### config.mk
export PLATFORM = sky130hd
export DESIGN_NAME = cc_branch_unit
export DESIGN_NICKNAME = d
export VERILOG_FILES = /design/src/rtl/cc_branch_pkg.sv /design/src/rtl/cc_branch_rst_sync.sv /design/src/rtl/cc_branch_decode.sv /design/src/rtl/cc_branch_cond_eval.sv /design/src/rtl/cc_branch_target.sv /design/src/rtl/cc_branch_unit.sv
export SDC_FILE = /design/constraint.sdc
export NUM_CORES = 1
export LEC_CHECK = 0
export ABC_CLOCK_PERIOD_IN_PS = 800
export CAP_MARGIN = 10
export CORE_MARGIN = 4
export CORE_UTILIZATION = 49
export DETAILED_ROUTE_END_ITERATION = 16
export PLACE_DENSITY = 0.89
export SKIP_CTS_REPAIR_TIMING = 1
export SLEW_MARGIN = 15
export SYNTH_ARGS = -nofsm -noshare
export SYNTH_HDL_FRONTEND = slang
export SYNTH_SLANG_ARGS = --single-unit
### constraint.sdc
create_clock -name clk -period 0.8 [get_ports clk]
set_input_delay 0.16 -clock clk [delete_from_list [all_inputs] [get_ports clk]]
set_output_delay 0.16 -clock clk [all_outputs]
set_load 0.02 [all_outputs]
### src/rtl/cc_branch_pkg.sv
package cc_branch_pkg;

  typedef enum logic [2:0] {
    COND_ALWAYS = 3'd0,
    COND_NEVER  = 3'd1,
    COND_Z_CLR  = 3'd2,
    COND_N_CLR  = 3'd3,
    COND_N_SET  = 3'd4,
    COND_I_CLR  = 3'd5,
    COND_I_SET  = 3'd6
  } cond_sel_e;

  localparam logic [7:0] OP_ALWAYS = 8'h20;
  localparam logic [7:0] OP_NEVER  = 8'h21;
  localparam logic [7:0] OP_Z_CLR  = 8'h26;
  localparam logic [7:0] OP_N_CLR  = 8'h2A;
  localparam logic [7:0] OP_N_SET  = 8'h2B;
  localparam logic [7:0] OP_I_CLR  = 8'h2C;
  localparam logic [7:0] OP_I_SET  = 8'h2D;

endpackage

### src/rtl/cc_branch_rst_sync.sv
module cc_branch_rst_sync #(
  parameter int STAGES = 2
) (
  input  logic clk,
  input  logic rst_n,
  output logic rst_n_sync
);
  logic [STAGES-1:0] sync_q;

  always_ff @(posedge clk or negedge rst_n) begin
    if (!rst_n) sync_q <= '0;
    else        sync_q <= {sync_q[STAGES-2:0], 1'b1};
  end

  assign rst_n_sync = sync_q[STAGES-1];
endmodule

### src/rtl/cc_branch_decode.sv
module cc_branch_decode
  import cc_branch_pkg::*;
#(
  parameter int OP_W = 8
) (
  input  logic [OP_W-1:0] opcode,
  output logic            known,
  output cond_sel_e       cond
);
  always_comb begin
    known = 1'b1;
    cond  = COND_NEVER;
    unique case (opcode)
      OP_ALWAYS: cond = COND_ALWAYS;
      OP_NEVER:  cond = COND_NEVER;
      OP_Z_CLR:  cond = COND_Z_CLR;
      OP_N_CLR:  cond = COND_N_CLR;
      OP_N_SET:  cond = COND_N_SET;
      OP_I_CLR:  cond = COND_I_CLR;
      OP_I_SET:  cond = COND_I_SET;
      default:   known = 1'b0;
    endcase
  end
endmodule

### src/rtl/cc_branch_cond_eval.sv
module cc_branch_cond_eval
  import cc_branch_pkg::*;
(
  input  cond_sel_e cond,
  input  logic      imask_flag,
  input  logic      neg_flag,
  input  logic      zero_flag,
  output logic      hit
);
  always_comb begin
    case (cond)
      COND_ALWAYS: hit = 1'b1;
      COND_Z_CLR:  hit = ~zero_flag;
      COND_N_CLR:  hit = ~neg_flag;
      COND_N_SET:  hit = neg_flag;
      COND_I_CLR:  hit = ~imask_flag;
      COND_I_SET:  hit = imask_flag;
      default:     hit = 1'b0;
    endcase
  end
endmodule

### src/rtl/cc_branch_target.sv
module cc_branch_target #(
  parameter int PC_W      = 16,
  parameter int DISP_W    = 8,
  parameter int INSTR_LEN = 2
) (
  input  logic [PC_W-1:0]   pc_in,
  input  logic [DISP_W-1:0] disp,
  output logic [PC_W-1:0]   fall_pc,
  output logic [PC_W-1:0]   jump_pc
);
  localparam int            EXT_W = PC_W - DISP_W;
  localparam logic [PC_W-1:0] LEN_V = PC_W'(INSTR_LEN);

  logic [PC_W-1:0] disp_ext;

  assign disp_ext = {{EXT_W{disp[DISP_W-1]}}, disp};
  assign fall_pc  = pc_in + LEN_V;
  assign jump_pc  = fall_pc + disp_ext;
endmodule

### src/rtl/cc_branch_unit.sv
module cc_branch_unit
  import cc_branch_pkg::*;
#(
  parameter int PC_W          = 16,
  parameter int DISP_W        = 8,
  parameter int OP_W          = 8,
  parameter int CYC_W         = 4,
  parameter int INSTR_LEN     = 2,
  parameter int BRANCH_CYCLES = 3
) (
  input  logic              clk,
  input  logic              rst_n,
  input  logic              start,
  input  logic [OP_W-1:0]   opcode,
  input  logic [DISP_W-1:0] disp,
  input  logic [PC_W-1:0]   pc_in,
  input  logic              imask_flag,
  input  logic              neg_flag,
  input  logic              zero_flag,
  output logic [PC_W-1:0]   next_pc,
  output logic              taken,
  output logic [CYC_W-1:0]  cycles,
  output logic              unsupported,
  output logic              done
);
  localparam logic [CYC_W-1:0] CYC_V = CYC_W'(BRANCH_CYCLES);
  localparam logic [PC_W-1:0]  LEN_V = PC_W'(INSTR_LEN);

  logic            rst_n_sync;
  logic            known;
  cond_sel_e       cond;
  logic            hit;
  logic [PC_W-1:0] fall_pc, jump_pc;

  logic [PC_W-1:0]  pc_d;
  logic             taken_d, unsup_d;
  logic [CYC_W-1:0] cyc_d;

  cc_branch_rst_sync #(.STAGES(2)) u_rst (
    .clk(clk), .rst_n(rst_n), .rst_n_sync(rst_n_sync)
  );

  cc_branch_decode #(.OP_W(OP_W)) u_dec (
    .opcode(opcode), .known(known), .cond(cond)
  );

  cc_branch_cond_eval u_eval (
    .cond(cond), .imask_flag(imask_flag), .neg_flag(neg_flag),
    .zero_flag(zero_flag), .hit(hit)
  );

  cc_branch_target #(.PC_W(PC_W), .DISP_W(DISP_W), .INSTR_LEN(INSTR_LEN)) u_tgt (
    .pc_in(pc_in), .disp(disp), .fall_pc(fall_pc), .jump_pc(jump_pc)
  );

  // next-state
  always_comb begin
    if (known) begin
      taken_d = hit;
      pc_d    = hit ? jump_pc : fall_pc;
      cyc_d   = CYC_V;
      unsup_d = 1'b0;
    end else begin
      taken_d = 1'b0;
      pc_d    = pc_in;
      cyc_d   = '0;
      unsup_d = 1'b1;
    end
  end

  // result registers, loaded only on start
  always_ff @(posedge clk or negedge rst_n_sync) begin
    if (!rst_n_sync) begin
      next_pc     <= '0;
      taken       <= 1'b0;
      cycles      <= '0;
      unsupported <= 1'b0;
    end else if (start) begin
      next_pc     <= pc_d;
      taken       <= taken_d;
      cycles      <= cyc_d;
      unsupported <= unsup_d;
    end
  end

  always_ff @(posedge clk or negedge rst_n_sync) begin
    if (!rst_n_sync) done <= 1'b0;
    else             done <= start;
  end

  AST_DONE_FOLLOWS_START: assert property (@(posedge clk) disable iff (!rst_n_sync)
    start |=> done);
  AST_NO_DONE_IDLE: assert property (@(posedge clk) disable iff (!rst_n_sync)
    !start |=> !done && $stable(next_pc) && $stable(taken));
  AST_UNSUP_PASS_PC: assert property (@(posedge clk) disable iff (!rst_n_sync)
    (start && !known) |=> unsupported && !taken && cycles == '0
      && next_pc == $past(pc_in));
  AST_FIXED_CYCLES: assert property (@(posedge clk) disable iff (!rst_n_sync)
    (start && known) |=> cycles == CYC_V && !unsupported);
  AST_FALL_THROUGH: assert property (@(posedge clk) disable iff (!rst_n_sync)
    (start && known) |=> taken || next_pc == $past(pc_in) + LEN_V);
  AST_ALWAYS_TAKEN: assert property (@(posedge clk) disable iff (!rst_n_sync)
    (start && opcode == OP_ALWAYS) |=> taken);
  AST_NEVER_TAKEN: assert property (@(posedge clk) disable iff (!rst_n_sync)
    (start && opcode == OP_NEVER) |=> !taken);
endmodule

==> results.toml, run 1 <==
[run_status]
error_line = "[ERROR DPL-0038] Utilization greater than 100%, impossible to legalize"
outcome = "did not finish"
haltStage = "5_1_grt"

[placement]
detailedPlace.worstSlack_ns = -2.25
place_congestion = 0.925
portBuffers = 58
dp_hpwl_mm = 7.05

[cts]
htree_levels = 1
ctsLongestPathBuffers = 2
root_buffer = "clkbuf_8"
numCtsBuffers = 3
clkSinkCount = 22

[synth]
synthCells = 272
synth-seq-cells = 22
yosys_warnings = 0
synthArstFlopShare_pct = 100
netlist_area_mm2 = 0.00227
synthFlopType = "dfrtp_1"
ys_seq_area_share_pct = 24.2
syn_avg_cell_area_um2 = 8.36
synth_edf_count = 0
yosysUniqueCellTypes = 53

[sta]
endpoint_type = "register input"
crit_endpoint = "next_pc[14]$_DFFE_PN0P_/D"

[floorplanning]
rows = 24
initial_core_util_pct = 51.5
io_pins = 61
die_w_um = 76.1
die_h_um = 76.1

[global_route]
grt_max_degree = 24
## metrics by stage
step           hold slack, ns  area [um2]  cells  TNS [ns]
3_3_place_gp            0.205        3780    467    -39.31
4_1_cts                0.0382        3840    471    -42.37
2_1_floorplan          -0.136        2460    273    -18.97
3_5_place_dp            0.212        3780    467    -41.08
## synth_stat cells (all sizes together) (5+ instances only)
cell type | n | area, um2
or3 | 5 | 31.3
a21oi | 27 | 135
xnor2 | 18 | 158
nor2 | 19 | 71.3
clkbuf | 6 | 22.5
o21ai | 10 | 50.1
o21a | 5 | 37.5
dfrtp | 22 | 551
a21o | 9 | 67.6
nand3 | 11 | 55.1
nor3 | 5 | 25.0
and3 | 11 | 73.8
xor2 | 5 | 43.8
nand2 | 19 | 71.3
inv | 7 | 26.3
a211o | 5 | 43.8
buf | 7 | 51.3
mux2i | 5 | 50.1
ha | 20 | 250
## cells by family after synthesis
| logic type | share of synthesized area, % |
|---|---|
| buf+inv | 4.40 |
| other cells | 0.330 |
| flops | 24.2 |
| compound gates | 26.3 |
| fa+ha+maj | 11.9 |
| simple gates | 21.3 |
| mux | 2.70 |
| xor+xnor | 8.86 |
==> run 2: changes to the inputs <==
Settings changed: CORE_UTILIZATION 49 to 35, PLACE_DENSITY 0.89 to default, PLACE_DENSITY_LB_ADDON from default to 0.15.
==> run 2 against run 1 <==
The flow now finishes, with violations (setup timing). Area after synthesis stayed put. Synthesized cell count stayed put.
==> results.toml, run 2 <==
[synth]
ys_seq_area_share_pct = 24.2
synth_compound_area_share_pct = 26.3
synth_top_family_by_area = "compound AO/OA/AOI/OAI gates"
yosys_warnings = 0
synthArstFlopShare_pct = 100
yosysUniqueCellTypes = 53
synth-xor-area-share_pct = 8.86
synthFlopType = "dfrtp_1"
synthCells = 272
yosysMostFrequentCell = "a21oi_1"
yosysTopAreaCellShare_pct = 24.2
synth_area_leaders = "dfrtp_1, ha_1, xnor2_1"
synth-simple-area-share_pct = 21.3
yosys-mux-area-fraction_pct = 2.70
netlist_area_mm2 = 0.00227
synth_edf_count = 0
synthAdderAreaFrac_pct = 11.9
synth_top_area_cell = "dfrtp_1"
synth-seq-cells = 22
synthTopCellsByCount = "a21oi_1, dfrtp_1, ha_1"
syn_avg_cell_area_um2 = 8.36

[detailed_routing]
top_layer = "met4"
routed-wl-met2_mm = 4.57
route.detailed.drc = 0
drt-met1-wl_mm = 3.77
drtPass1Iterations = 4
drt_iter0_markers = 127
wl_per_cell_um = 17.1
via_per_inst = 5.37
ant_nets = 0
met3_length_um = 395
num_vias = 2780
totalWireLength_mm = 8.84

[placement]
place_congestion = 0.946
dp_hpwl_mm = 6.27
post_dp_cell_area_mm2 = 0.00378
detailedPlace.worstSlack_ns = -2.25
portBuffers = 58

[run_status]
violations = "setup timing"
outcome = "finished, violations left"

[finish]
drive_above_1_share_pct = 56.0
ff_latch_area_um2 = 551
syn_to_final_growth_pct = 102
fillCellCount = 460
antenna_cells = 0
largest_register = "next_pc"
largest_reg_flops = 16
multi_input_area_mm2 = 0.00219
reg.largest.list = "next_pc: 16 flops, u_rst.sync_q: 2 flops"
final_util_pct = 72.9
layout.nets = 501
stdcell_area_mm2 = 0.00460
final_cell_mix = "buf_4, buf_6, dfrtp_1"
final_common_cell = "buf_4"

[sta]
setup_ws_ns = -1.51
max_freq_mhz = 432
rsz0062_at_grt = "yes"
min_period_over_period_pct = 289
clock_skew_ns = 0.00891
final_max_slew_viol_count = 0
hold_viol = 0
setup_viol = 40
fin_setup_tns_ns = -23.49
min_period_ns = 2.31

[floorplanning]
initial_core_util_pct = 36.0
io_pins = 61
die_h_um = 88.6
die-area_mm2 = 0.00785
rows = 29
die_w_um = 88.6
fp.coreArea_mm2 = 0.00631

[power_and_ir_drop]
cellPowerDensity_mw_per_mm2 = 1080
finalPower_w = 0.00496
p_leak_nw = 2.19
ir_drop_v = 0.000685

[job]
cap_violations = 0

[global_route]
grt_pass1_vias = 2708
grt_overflow = 0
grt_max_degree = 24
grt_pass1_wl_mm = 12.9
grt_util_all_layers_pct = 20.9
antenna_found_initial = 0

[cts]
path_clk_slew_ns = 0.10
root_buffer = "clkbuf_8"
clk_latency_ns = 0.28
htree_levels = 1
cts_tree = "yes"
numCtsBuffers = 3
clkSinkCount = 22
ctsLongestPathBuffers = 2

[worst_setup_path]
crit_path_end_kind = "register"
crit_buf_inv = 1
critical_path_required_ns = 0.99
crit_type = "primary input to register"
crit_chain = "buf_6, and4_4, and3_4, nand2_4, xnor2_4, ha_4, a211o_1, a211o_1, a221oi_4, a2111oi_2, a211oi_1"
cpMostUsedCell = "a211o_1"
worst_setup_path_start_kind = "primary input"
cp.arrival_ns = 2.50
cpPeakStageDelay_ns = 0.36
critPathTopFamily = "compound AO/OA/AOI/OAI gates"
crit_slowest_cell = "a221oi_4"
cp_max_fo = 4

[worst_hold_path]
hp-class = "primary input to asynchronous set/reset pin"
[run 2: cell counts after synthesis]
No cell type changed its count.
[run 2: per-layer routing]
| layer | track usage [%] | up-vias |
|---|---|---|
| met2 | 37.3 | 70 |
| met1 | 27.1 | 1352 |
| li1 | - | 1351 |
| met3 | 2.05 | 7 |
| met5 | 0 | - |
| met4 | 5.08 | 0 |
[run 2: report_power, final]
part	switching (W)	leakage (nW)	internal, W	total, W
sequential	0.0000670	0.259	0.00120	0.00127
clock	0.000448	0.0357	0.000670	0.00112
combinational	0.00118	1.89	0.00139	0.00258
total	0.00170	2.19	0.00326	0.00496
[run 2: worst paths after layout]
path                            startpoint              end  slack (ns)  depth (start not counted)
setup / recovery                  pc_in[6]      next_pc[14]       -1.51                         11
hold / removal                       rst_n  u_rst.sync_q[0]        0.04                          1
setup reg to reg               next_pc[15]      next_pc[15]       -0.23                          4
hold reg to reg            u_rst.sync_q[1]      next_pc[15]        0.20                          1
max in group asynchronous  u_rst.sync_q[1]       next_pc[8]        0.45                          1
min in group clk                  pc_in[0]       next_pc[0]        0.20                          3
[run 2: logic make-up (layout without fill, tap and decap cells)]
family | count (synthesis) | count (layout)
other cells | 2 | 3
simple gates | 90 | 90
buf+inv | 20 | 188
flops | 22 | 22
mux | 6 | 6
compound gates | 88 | 88
xor+xnor | 23 | 23
fa+ha+maj | 21 | 21
[run 2: final cells by class]
| cell class | instances | area share [%] |
|---|---|---|
| multi-input combinational | 231 | 47.6 |
| timing repair buffer | 177 | 36.2 |
| sequential | 22 | 12.0 |
| tap | 77 | 2.09 |
| clock buffer | 3 | 0.897 |
| clock inverter | 1 | 0.653 |
| inverter | 7 | 0.571 |
[run 2: worst reg2reg max path, stage by stage, from the launching register on]
cell,delay (ns)
dfrtp_1,0.40
buf_4,0.13
nor2_1,0.08
a31oi_1,0.05
a211o_1,0.27
[run 2: stage by stage]
| step | instances | hold WS (ns) |
|---|---|---|
| finish | 518 | 0.0429 |
| floorplan | 273 | -0.136 |
| CTS | 491 | 0.0433 |
| detailed placement | 487 | 0.211 |
| global placement | 487 | 0.209 |
| global route | 518 | 0.0425 |
Power figures use the tool's default switching activity.
==> run 3: changes to the inputs <==
Settings changed: DONT_BUFFER_PORTS from default to 1, GPL_TIMING_DRIVEN from default to 0.
==> run 3 against run 2 <==
The flow still finishes with violations (setup timing). Global-route usage is 3.1 points lower. Final area is 29% lower. Combinational power is 40% lower. Critical path depth is 1 lower. Worst setup slack better by 0.010 ns. Clock-buffer cell count stayed put. Clock power is 4% lower. Via count is 19% lower.
==> results.toml, run 3 (synthesis results as in run 2) <==
[run_status]
outcome = "finished, violations left"
violations = "setup timing"

[worst_hold_path]
hp-class = "primary input to register"
min_delay_path_depth = 2

[finish]
final_cell_mix = "buf_4, nor2_1, a21oi_1"
largest_register = "next_pc"
final_common_cell = "buf_4"
reg.largest.list = "next_pc: 16 flops, u_rst.sync_q: 2 flops"
fillCellCount = 608
layout.nets = 368
syn_to_final_growth_pct = 43.2
stdcell_area_mm2 = 0.00326
drive_above_1_share_pct = 41.2
largest_reg_flops = 16
antenna_cells = 0

[cts]
numCtsBuffers = 3
htree_levels = 1
clkSinkCount = 22
path_clk_slew_ns = 0.09
ctsLongestPathBuffers = 2
root_buffer = "clkbuf_8"
clk_latency_ns = 0.27
cts_tree = "yes"

[floorplanning]
die_w_um = 88.6
initial_core_util_pct = 36.0
io_pins = 61
rows = 29
die-area_mm2 = 0.00785
die_h_um = 88.6
fp.coreArea_mm2 = 0.00631

[global_route]
grt_util_all_layers_pct = 17.8
grt_max_degree = 21
antenna_found_initial = 0
grt_pass1_vias = 2031
grt_pass1_wl_mm = 10.7
grt_overflow = 0

[placement]
dp_hpwl_mm = 5.39
portBuffers = 0
place_congestion = 0.878
post_dp_cell_area_mm2 = 0.00256

[sta]
hold_viol = 0
rsz0062_at_grt = "yes"
min_period_ns = 2.30
max_freq_mhz = 434
setup_ws_ns = -1.50
final_max_slew_viol_count = 0
tightest_slew_ns = 0.679
relSlewSlack_pct = 54.8
clock_skew_ns = 0.00232
min_period_over_period_pct = 288
fin_setup_tns_ns = -19.73
setup_viol = 40

[power_and_ir_drop]
p_leak_nw = 1.36
ir_drop_v = 0.000667
cellPowerDensity_mw_per_mm2 = 1240

[worst_setup_path]
crit_path_end_kind = "register"
reg2reg_slack_ns = -0.21
crit_type = "primary input to register"
rr_worst_depth = 3
cp.arrival_ns = 2.49
worst_setup_path_start_kind = "primary input"
cp_max_fo = 7
critical_path_required_ns = 0.99

[detailed_routing]
num_vias = 2253
drt_iter0_markers = 97
totalWireLength_mm = 7.83
drtPass1Iterations = 4
via_per_inst = 5.85
wl_per_cell_um = 20.3
route.detailed.drc = 0
ant_nets = 0

[job]
cap_violations = 0
==> run 3: area by class of cell <==
cell class / count / area, um2 / share of cell area [%]
inverter: 7 / 26.3 / 0.807
clock inverter: 1 / 30.0 / 0.922
sequential: 22 / 566 / 17.4
tap: 77 / 96.3 / 2.96
timing repair buffer: 31 / 262 / 8.03
clock buffer: 3 / 41.3 / 1.27
multi-input combinational: 231 / 2120 / 65.0
buffer: 13 / 118 / 3.61
==> run 3: final timing paths <==
kind	start	endpoint
max in group asynchronous	u_rst.sync_q[1]	next_pc[5]
setup reg to reg	next_pc[15]	next_pc[15]
setup / recovery	pc_in[3]	next_pc[14]
min in group asynchronous	rst_n	u_rst.sync_q[1]
hold reg to reg	u_rst.sync_q[1]	next_pc[15]
hold / removal	pc_in[2]	next_pc[2]
==> run 3: critical path: stages <==
cell,delay (ns)
and4_4,0.23
and3_4,0.23
nand2_4,0.07
xnor2_4,0.17
ha_4,0.24
a211o_1,0.25
a211o_1,0.35
a221oi_4,0.44
a2111oi_4,0.13
a211oi_2,0.21
==> run 3: per-stage QoR <==
step           power [W]  utilization (%)  instances  setup slack, ns  hold WS [ns]
2_1_floorplan    0.00232                -        273            -1.55        -0.136
3_3_place_gp     0.00254             40.5        350            -1.82        -0.136
3_5_place_dp     0.00255             40.5        350            -1.83        -0.136
4_1_cts          0.00365             41.7        354            -1.55        -0.431
5_1_grt          0.00426             51.6        385            -1.58        0.0323
6_report         0.00403             51.6        385            -1.50        0.0310
==> run 3: layer usage <==
metal / vias up / GRT usage, % / share of wire (%)
li1: 1092 / - / -
met4: 0 / 6.04 / 1.5
met5: - / 0 / 0
met2: 78 / 28.4 / 50
met1: 1075 / 24.2 / 42
met3: 8 / 3.26 / 7.3
==> run 3: power breakdown <==
part | switching (W) | total, W | internal (W)
Clock | 0.000407 | 0.00108 | 0.000669
Sequential | 0.000194 | 0.00140 | 0.00121
Combinational | 0.000767 | 0.00155 | 0.000782
==> run 4: changes to the inputs <==
Settings changed: GPL_ROUTABILITY_DRIVEN from default to 0.
==> results of run 4 <==
No change in the layout: final DEF, timing and power equal those of run 3.
